`config.mk`:
```
export PLATFORM = sky130hd
export DESIGN_NAME = nvbk_ctrl
export DESIGN_NICKNAME = d
export VERILOG_FILES = /design/src/rtl/nvbk_pkg.sv /design/src/rtl/nvbk_sync_fall.sv /design/src/rtl/nvbk_arm.sv /design/src/rtl/nvbk_ctrl.sv
export SDC_FILE = /design/constraint.sdc
export NUM_CORES = 1
export LEC_CHECK = 0
export BUFFER_PORTS_ARGS = -buffer_cell sky130_fd_sc_hd__buf_2
export CAP_MARGIN = 20
export CORE_AREA = 2 2 43 45
export CTS_BUF_LIST = sky130_fd_sc_hd__clkbuf_8
export DETAILED_ROUTE_END_ITERATION = 8
export DIE_AREA = 0 0 45 47
export GPL_ROUTABILITY_DRIVEN = 0
export PLACE_DENSITY = 0.81
export SLEW_MARGIN = 5
export SYNTH_ARGS = -nofsm -noshare
export SYNTH_HDL_FRONTEND = slang
export SYNTH_SLANG_ARGS = --single-unit
```
`constraint.sdc`:
```
create_clock -name clk -period 2.1 [get_ports clk]
set_input_delay 0.315 -clock clk [delete_from_list [all_inputs] [get_ports clk]]
set_output_delay 0.315 -clock clk [all_outputs]
set_load 0.005 [all_outputs]
```
`src/rtl/nvbk_pkg.sv`:
```
package nvbk_pkg;
    typedef enum logic [2:0] {
        S_INIT, S_REST, S_HOST, S_ISO, S_COPY, S_OFF
    } mode_e;

    typedef struct packed {
        mode_e state;
        logic  iso;
        logic  cap;
        logic  copy_start;
        logic  rest_start;
        logic  zero;
        logic  oe;
        logic  event_p;
        logic  img_valid;
        logic  not_armed;
        logic  err;
        logic  no_data;
    } seq_t;
endpackage

```
`src/rtl/nvbk_sync_fall.sv`:
```
module nvbk_sync_fall #(
    parameter int STAGES = 2
) (
    input  logic clk,
    input  logic rst_n,
    input  logic line_i,
    output logic fall_o
);
    logic [STAGES-1:0] sync_d, sync_q;
    logic              prev_d, prev_q;

    always_comb begin
        sync_d[0] = line_i;
        for (int i = 1; i < STAGES; i++) sync_d[i] = sync_q[i-1];
        prev_d = sync_q[STAGES-1];
    end

    always_ff @(posedge clk or negedge rst_n) begin
        if (!rst_n) begin
            sync_q <= '1;
            prev_q <= 1'b1;
        end else begin
            sync_q <= sync_d;
            prev_q <= prev_d;
        end
    end

    assign fall_o = prev_q & ~sync_q[STAGES-1];
endmodule

```
`src/rtl/nvbk_arm.sv`:
```
module nvbk_arm #(
    parameter int CAP_W   = 8,
    parameter int CAP_MIN = 200
) (
    input  logic             clk,
    input  logic             rst_n,
    input  logic             allow_i,
    input  logic             arm_cmd_i,
    input  logic             health_ok_i,
    input  logic [CAP_W-1:0] cap_level_i,
    output logic             armed_o,
    output logic             change_o
);
    localparam logic [CAP_W-1:0] CapThr = CAP_W'(CAP_MIN);

    logic gate_ok;
    logic armed_d, armed_q;

    always_comb begin
        gate_ok = health_ok_i && (cap_level_i >= CapThr);
        armed_d = allow_i && gate_ok && (armed_q || arm_cmd_i);
    end

    always_ff @(posedge clk or negedge rst_n) begin
        if (!rst_n) armed_q <= 1'b0;
        else        armed_q <= armed_d;
    end

    assign armed_o  = armed_q;
    assign change_o = armed_d != armed_q;

    assert_arm_gate_R3: assert property (@(posedge clk) disable iff (!rst_n)
        $rose(armed_q) |-> $past(health_ok_i) && ($past(cap_level_i) >= CapThr));
endmodule

```
`src/rtl/nvbk_ctrl.sv`:
```
module nvbk_ctrl
    import nvbk_pkg::*;
#(
    parameter int CAP_W       = 8,
    parameter int CAP_MIN     = 200,
    parameter int SYNC_STAGES = 2
) (
    input  logic             clk,
    input  logic             rst_n,
    input  logic             pwr_good_i,
    input  logic             save_n_i,
    output logic             save_n_oe_o,
    input  logic [CAP_W-1:0] cap_level_i,
    input  logic             health_ok_i,
    input  logic             arm_cmd_i,
    output logic             iso_o,
    output logic             cap_sel_o,
    output logic             copy_start_o,
    input  logic             copy_done_i,
    input  logic             copy_err_i,
    output logic             rest_start_o,
    input  logic             rest_done_i,
    input  logic             rest_err_i,
    output logic             host_owns_o,
    output logic             zero_pwr_o,
    output logic             armed_o,
    output logic             event_o,
    output logic             img_valid_o,
    output logic             st_not_armed_o,
    output logic             st_error_o,
    output logic             st_no_data_o
);
    seq_t st_d, st_q;
    logic save_fall;
    logic armed, arm_change;

    nvbk_sync_fall #(.STAGES(SYNC_STAGES)) u_sync (
        .clk    (clk),
        .rst_n  (rst_n),
        .line_i (save_n_i),
        .fall_o (save_fall)
    );

    nvbk_arm #(.CAP_W(CAP_W), .CAP_MIN(CAP_MIN)) u_arm (
        .clk         (clk),
        .rst_n       (rst_n),
        .allow_i     (st_q.state == S_HOST),
        .arm_cmd_i   (arm_cmd_i),
        .health_ok_i (health_ok_i),
        .cap_level_i (cap_level_i),
        .armed_o     (armed),
        .change_o    (arm_change)
    );

    always_comb begin
        st_d            = st_q;
        st_d.copy_start = 1'b0;
        st_d.rest_start = 1'b0;
        st_d.event_p    = arm_change;
        unique case (st_q.state)
            S_INIT: begin
                st_d.iso = 1'b1;
                if (pwr_good_i) begin
                    if (st_q.img_valid) begin
                        st_d.rest_start = 1'b1;
                        st_d.state      = S_REST;
                    end else begin
                        st_d.state   = S_HOST;
                        st_d.iso     = 1'b0;
                        st_d.no_data = 1'b1;
                        st_d.event_p = 1'b1;
                    end
                end
            end
            S_REST: begin
                if (rest_done_i) begin
                    st_d.state = S_HOST;
                    st_d.iso   = 1'b0;
                    if (rest_err_i) begin
                        st_d.err       = 1'b1;
                        st_d.img_valid = 1'b0;
                        st_d.no_data   = 1'b1;
                        st_d.event_p   = 1'b1;
                    end else begin
                        st_d.no_data = 1'b0;
                    end
                end
            end
            S_HOST: begin
                if (armed && (save_fall || !pwr_good_i)) begin
                    st_d.state = S_ISO;
                    st_d.iso   = 1'b1;
                    st_d.cap   = 1'b1;
                end else if (!pwr_good_i) begin
                    st_d.state = S_INIT;
                    st_d.iso   = 1'b1;
                end else if (save_fall) begin
                    st_d.not_armed = 1'b1;
                    st_d.event_p   = 1'b1;
                end
            end
            S_ISO: begin
                st_d.state      = S_COPY;
                st_d.copy_start = 1'b1;
            end
            S_COPY: begin
                if (copy_done_i) begin
                    st_d.state = S_OFF;
                    st_d.cap   = 1'b0;
                    st_d.zero  = 1'b1;
                    st_d.oe    = 1'b1;
                    if (copy_err_i) begin
                        st_d.err       = 1'b1;
                        st_d.img_valid = 1'b0;
                        st_d.event_p   = 1'b1;
                    end else begin
                        st_d.img_valid = 1'b1;
                    end
                end
            end
            S_OFF: begin
                if (!pwr_good_i) begin
                    st_d.state = S_INIT;
                    st_d.zero  = 1'b0;
                    st_d.oe    = 1'b0;
                end
            end
            default: st_d.state = S_INIT;
        endcase
    end

    always_ff @(posedge clk or negedge rst_n) begin
        if (!rst_n) begin
            st_q       <= '0;
            st_q.state <= S_INIT;
            st_q.iso   <= 1'b1;
        end else begin
            st_q <= st_d;
        end
    end

    assign save_n_oe_o    = st_q.oe;
    assign iso_o          = st_q.iso;
    assign cap_sel_o      = st_q.cap;
    assign copy_start_o   = st_q.copy_start;
    assign rest_start_o   = st_q.rest_start;
    assign host_owns_o    = st_q.state == S_HOST;
    assign zero_pwr_o     = st_q.zero;
    assign armed_o        = armed;
    assign event_o        = st_q.event_p;
    assign img_valid_o    = st_q.img_valid;
    assign st_not_armed_o = st_q.not_armed;
    assign st_error_o     = st_q.err;
    assign st_no_data_o   = st_q.no_data;

    assert_copy_after_iso_R5: assert property (@(posedge clk) disable iff (!rst_n)
        st_q.copy_start |-> $past(st_q.iso) && $past(st_q.cap));

    assert_copy_pulse_R5: assert property (@(posedge clk) disable iff (!rst_n)
        st_q.copy_start |=> !st_q.copy_start);

    assert_host_not_iso_R2: assert property (@(posedge clk) disable iff (!rst_n)
        (st_q.state == S_HOST) |-> !st_q.iso && !st_q.cap);

    assert_oe_no_cap_R6: assert property (@(posedge clk) disable iff (!rst_n)
        st_q.oe |-> !st_q.cap && st_q.iso);

    assert_rest_needs_image_R8: assert property (@(posedge clk) disable iff (!rst_n)
        st_q.rest_start |-> $past(st_q.img_valid));

    assert_rest_isolated_R8: assert property (@(posedge clk) disable iff (!rst_n)
        (st_q.state == S_REST) |-> st_q.iso);

    assert_err_sticky_R9: assert property (@(posedge clk) disable iff (!rst_n)
        $past(st_q.err) |-> st_q.err);

    assert_off_until_pwr_R10: assert property (@(posedge clk) disable iff (!rst_n)
        ($past(st_q.state) == S_OFF) && (st_q.state != S_OFF) |-> !$past(pwr_good_i));
endmodule

```
==> out/summary.txt, run 1 <==
DR pass1 iterations: 4
initial antenna violation count: 0
Syn Area/Cell: 10.4 um2
CTS Buf Count: 3
PortBufs: 27
share of cells above drive strength 1: 0.349
Die Area: 0.00212 mm2
sequential area share after synthesis: 0.525
Data arrival, critical path: 1.30 ns
vias in the first global route: 642
Slew @ Worst Pin: 0.450 ns
max-slew violations: 0
CTS tree: yes
Syn. warnings: 0
total grt overflow: 0
Top reg by flops: st_q
max-cap violations: 0
drt initial violations: 17
Period minus WS final: 1.62 ns
crit path capture type: output port
worst-skew pair later-pin latency: 0.25 ns
Die Span Y: 47 um
HP Class: primary input to flop
average wire per cell in the routed design: 14.2 um
DP Wirelength: 1300 um
CTS max path bufs: 2
H-tree levels: 1
clk sinks: 17
relative slew slack: 0.700
max frequency: 0.619 GHz
Power, Total: 1.07 mW
DR vias/cell: 5.91
number of setup buffers added after CTS: 0
peak supply drop: 432 uV
Synth Cell Area: 820 um2
Pleak: 0.464 nW
final worst-path cycle share: 0.769
synth unique cells: 35
IO Count: 31
post-synthesis net count: 97
Fin Hold WS: 0.159 ns
Area growth syn-to-layout: 21.8%
drt total wl: 1750 um
Post-DRT Antenna Nets: 0
Regs by FF count: st_q: 3 flops, u_sync.sync_q: 2 flops
num rows: 15
Final Hold Vio Count: 0
Starting Density: 0.496
root buffer cell: clkbuf_8
clock skew: 0.00286 ns
required time worst endpoint: 1.78 ns
status: finished clean
Fin Setup TNS: 0 ns
# setup viols final: 0
Antenna Cells: 0
CORE AREA: 0.00165 mm2
unrepaired setup endpoints after global routing: no
largest net degree at the start of global routing: 18
via count: 727
Fillers: 166
Post-Syn Instances: 79
# DRC: 0
worst setup path class: flop to output port
Seq cells post-synth: 17
PwrDens: 1070 mW/mm2
Worst Setup Start Kind: flop
number of flip-flops in the largest register: 3
crit path max fanout: 15
Reg clk slew, reported paths: 0.06 ns
Die W: 45 um
first-pass GRT wire length: 2840 um
total track usage: 0.196
layout net count: 125
cell families (layout without fill, tap and decap cells):
group,Yosys count,after routing,share of synthesized area
AND/OR/NAND/NOR,29,29,0.221
AO/OA/AOI/OAI,21,21,0.165
flip-flops,17,17,0.525
buffers and inverters,10,37,0.0626
multiplexers,2,2,0.0260
report_power, final:
part	internal [mW]	switching (mW)	total, mW
Combinational	0.165	0.151	0.316
Clock	0.130	0.111	0.241
Sequential	0.414	0.0985	0.512
Total	0.709	0.361	1.07
timing repair:
action,CTS,global route
resized for setup,0,0
hold endpoints to repair,13,0
hold buffers,1,0
setup endpoints to repair,0,0
synth_stat cells, drive strengths merged:
cell type  instances  area (um2)
a21boi             1        7.51
a21oi              4        20.0
a221oi             1        8.76
a22o               1        8.76
a31oi              1        6.26
a32oi              1        8.76
and2               1        6.26
and2b              1        7.51
and3               1        6.26
and4b              1        10.0
buf                5        32.5
dfrtp             13         325
dfstp              4         105
inv                5        18.8
mux2               1        11.3
mux2i              1        10.0
nand2              2        7.51
nand2b             4        25.0
nand3              2        10.0
nand3b             2        15.0
nand4              2        12.5
nand4b             1        8.76
nor2               4        15.0
nor2b              1        6.26
nor3               2        10.0
nor3b              4        35.0
o21a               2        15.0
o21ai              7        35.0
o21bai             1        7.51
o22ai              1        6.26
o311a              1        11.3
or2                1        6.26
final timing paths:
kind,from,to,slack (ns),cells after the start
max,st_q[13]$_DFFE_PN0P_,host_owns_o,0.48,2
min,save_n_i,u_sync.sync_q[0]$_DFF_PN1_,0.16,1
max reg2reg,st_q[13]$_DFFE_PN0P_,event_o$_DFF_PN0_,0.55,4
min reg2reg,u_sync.sync_q[0]$_DFF_PN1_,u_sync.sync_q[1]$_DFF_PN1_,0.36,0
max in group asynchronous,rst_n,u_sync.sync_q[0]$_DFF_PN1_,1.29,2
min in group asynchronous,rst_n,zero_pwr_o$_DFFE_PN0P_,0.50,2
per-layer routing:
metal  vias to the layer above  global-route usage  part of all wire  wire, um
li1                        335                   -                 -         -
met1                       351               0.241              0.42       736
met2                        36               0.323              0.49       848
met3                         5              0.0269             0.065       113
met4                         0               0.129             0.026        46
met5                         -                   0                 0         0
per-stage QoR:
| stage | utilization | cell area (um2) | setup slack [ns] | cells |
|---|---|---|---|---|
| finish | 0.605 | 998 | 0.484 | 123 |
| global route | 0.605 | 998 | 0.386 | 123 |
| CTS | 0.605 | 998 | 0.485 | 123 |
| detailed placement | 0.571 | 943 | 0.548 | 118 |
| global placement | 0.571 | 943 | 0.614 | 118 |
| floorplan | - | 820 | 0.811 | 79 |
cells in the final DEF, fill, tap and decap left out, types with 2 or more instances in the layout:
master and instances:
a21oi_1 4, buf_2 27, clkbuf_8 3, dfrtp_1 13
dfstp_2 4, inv_1 6, nand2_1 2, nand2b_1 4
nand3_1 2, nand3b_1 2, nand4_1 2, nor2_1 4
nor3_1 2, nor3b_1 3, o21a_1 2, o21ai_0 4
o21ai_1 3
cell type report:
class / count / area [um2] / share of cell area
clock inverters: 1 / 3.75 / 0.00376
multi-input cells: 52 / 338 / 0.338
well taps: 17 / 21.3 / 0.0213
inverters: 5 / 18.8 / 0.0188
clock buffers: 3 / 41.3 / 0.0414
repair buffers: 28 / 145 / 0.145
flip-flops and latches: 17 / 430 / 0.431
critical path, cell delays in order, from the launching register on:
cell and delay [ns]:
dfrtp_1 0.54, nor3b_2 0.33, buf_2 0.17
No activity file was read; power rests on OpenSTA's default activity.
==> run 2, diff against run 1 <==
- ABC_AREA: not set -> 1
- CORE_AREA: 2 2 43 45 -> 2 2 51 43
- DIE_AREA: 0 0 45 47 -> 0 0 53 45
- PLACE_DENSITY: 0.81 -> 0.77
- clock period: 2.1 -> 1.5 ns (I/O delays scaled with it)
==> run 2 against run 1 <==
Compared with the run above:
- area after synthesis rose by 8.2%
- sequential share of layout area decreased by 3.1 points
- synthesized cell count increased by 44%
- first-iteration DRC count up 53%
- cell count grew 36%
- design area rose by 8.0%
- critical path depth up 2
- total power grew 71%
- combinational power increased by 140%
- sequential cell count did not move
- register-to-register slack got worse by 0.37 ns
- routed wire length rose by 13%
- critical path type unchanged
- largest power group is now combinational cells
- highest routed layer unchanged
==> out/summary.txt, run 2 <==
Fin Hold WS: 0.0729 ns
Fin Setup TNS: 0 ns
via count: 848
DR vias/cell: 5.08
hold depth: 1
DR pass1 iterations: 4
Reg clk slew, reported paths: 0.06 ns
most common cell after layout, fill and taps aside: nand2_1
Synth area leaders: dfrtp_1 (37%), nand2_1 (13%), dfstp_2 (12%)
CTS max path bufs: 2
Slew @ Worst Pin: 0.372 ns
first-pass GRT wire length: 3250 um
Post-DRT Antenna Nets: 0
CORE AREA: 0.00184 mm2
Final Hold Vio Count: 0
total track usage: 0.192
Antenna Cells: 0
Post-Syn Instances: 114
Fillers: 189
total grt overflow: 0
hold endpoint: u_sync.sync_q[0]$_DFF_PN1_
HP Class: primary input to flop
Final WS setup: 0.0637 ns
Seq cells post-synth: 17
initial antenna violation count: 0
max-cap violations: 0
Top reg by flops: st_q
clock skew: 0.000644 ns
number of setup buffers added after CTS: 0
top-count cell post-synth: nand2_1
CP max stage cell: dfrtp_1
peak supply drop: 1290 uV
Regs by FF count: st_q: 3 flops, u_sync.sync_q: 2 flops
max-slew violations: 0
H-tree levels: 1
post-synth top area share: 0.367
worst setup path class: flop to output port
most frequent cells in the layout: nand2_1 (31), buf_2 (27), inv_1 (13)
# setup viols final: 0
IO Count: 31
EDFF count, synth: 0
synth unique cells: 19
status: finished clean
Util after Layout: 0.586
root buffer cell: clkbuf_8
Period minus WS final: 1.44 ns
cell repeated most along the worst path: inv_2
drt total wl: 1970 um
Die W: 53 um
required time worst endpoint: 1.27 ns
slowest stage delay, CP: 0.50 ns
Die Area: 0.00239 mm2
final worst-path cycle share: 0.958
CP cell instances: inv_2 > nand3_2 > inv_2 > buf_2
FF-to-FF End: st_not_armed_o$_DFFE_PN0P_
DP Wirelength: 1510 um
vias in the first global route: 758
max frequency: 0.696 GHz
largest net degree at the start of global routing: 18
synth cell count leaders: nand2_1 (31), dfrtp_1 (13), inv_1 (12), nand3_1 (12), nor2_1 (12)
FF-to-FF path depth: 6
CTS tree: yes
Data arrival, critical path: 1.21 ns
share of cells above drive strength 1: 0.329
unrepaired setup endpoints after global routing: no
Syn. warnings: 0
Synth Cell Area: 887 um2
Starting Density: 0.482
largest area contributor in the netlist: dfrtp_1
drt initial violations: 26
Synth async-reset ratio: 1.00
post-synthesis net count: 132
PortBufs: 27
layout net count: 162
worst-skew pair later-pin latency: 0.24 ns
crit path capture type: output port
# DRC: 0
Worst Setup Start Kind: flop
clk sinks: 17
Syn Area/Cell: 7.78 um2
pre-CTS setup slack: 0.203 ns
placed insts: 162
Pleak: 0.607 nW
number of flip-flops in the largest register: 3
num rows: 14
sequential area share after synthesis: 0.485
final non-filler cell total: 167
Area growth syn-to-layout: 21.6%
relative slew slack: 0.752
Die Span Y: 45 um
Worst R2R Setup Slack: 0.18 ns
crit path max fanout: 9
CTS Buf Count: 3
HP Start: save_n_i
Post-synth top flop: dfrtp_1
average wire per cell in the routed design: 11.8 um
PwrDens: 1690 mW/mm2
RR Startpoint: st_q[13]$_DFFE_PN0P_
-- run 2: changes by cell type in the layout (fill, tap and decap cells not counted), sizes merged, moves of 4 or more --
cell | previous run | this run
nand2 | 2 | 31
inv | 6 | 18
nand3 | 2 | 14
nor2 | 4 | 15
nand2b | 4 | 0
nor3b | 4 | 0
-- run 2: metal layers --
layer / vias to the layer above / routed length (um) / GRT usage / share of wire
li1: 420 / - / - / -
met3: 10 / 133 / 0.0596 / 0.068
met2: 31 / 934 / 0.305 / 0.47
met5: - / 0 / 0 / 0
met4: 0 / 76 / 0.0923 / 0.039
met1: 387 / 824 / 0.240 / 0.42
-- run 2: worst max-delay path: cells and delay by family, from the launching register on --
family	cells	cell delay, ns
buf+inv	3	0.34
simple gates	1	0.13
flops	1	0.50
-- run 2: timing repair --
item,CTS,global route
hold endpoints to repair,13,0
gates resized for setup,0,1
hold buffers,1,0
endpoints found under the setup margin,0,1
-- run 2: worst max path at each step --
stage,startpoint,to,slack (ns)
CTS,st_q[11]$_DFFE_PN0P_,host_owns_o,0.07
floorplan,u_sync.prev_q$_DFF_PN1_,st_not_armed_o$_DFFE_PN0P_,0.36
global route,st_q[13]$_DFFE_PN0P_,host_owns_o,0.005
global placement,st_q[11]$_DFFE_PN0P_,st_not_armed_o$_DFFE_PN0P_,0.22
finish,st_q[13]$_DFFE_PN0P_,host_owns_o,0.06
detailed placement,st_q[11]$_DFFE_PN0P_,st_not_armed_o$_DFFE_PN0P_,0.20
-- run 2: logic make-up (layout without fill, tap and decap cells) --
kind of cell / Yosys count / count (layout) / share of synthesized area
AO/OA/AOI/OAI: 12 / 12 / 0.0804
AND/OR/NAND/NOR: 65 / 65 / 0.329
flip-flops: 17 / 17 / 0.485
buffers and inverters: 20 / 49 / 0.106
-- run 2: area by class of cell --
cell class              instances  area (um2)  area share
clock buffers                   3        41.3      0.0383
well taps                      24        30.0      0.0278
repair buffers                 28         145       0.135
multi-input cells              77         363       0.336
flip-flops and latches         17         432       0.400
inverters                      17        63.8      0.0592
clock inverters                 1        3.75     0.00348
-- run 2: report_power, final --
part	leakage, nW	total [mW]	internal (mW)	switching [mW]
Clock	0.0269	0.318	0.181	0.137
Sequential	0.208	0.737	0.609	0.127
Combinational	0.372	0.771	0.314	0.457
Total	0.607	1.83	1.10	0.722
-- run 2: stage by stage --
step	power, mW	instance area (um2)
floorplan	1.30	887
global placement	1.48	1020
detailed placement	1.50	1020
CTS	1.85	1080
global route	1.99	1080
finish	1.83	1080
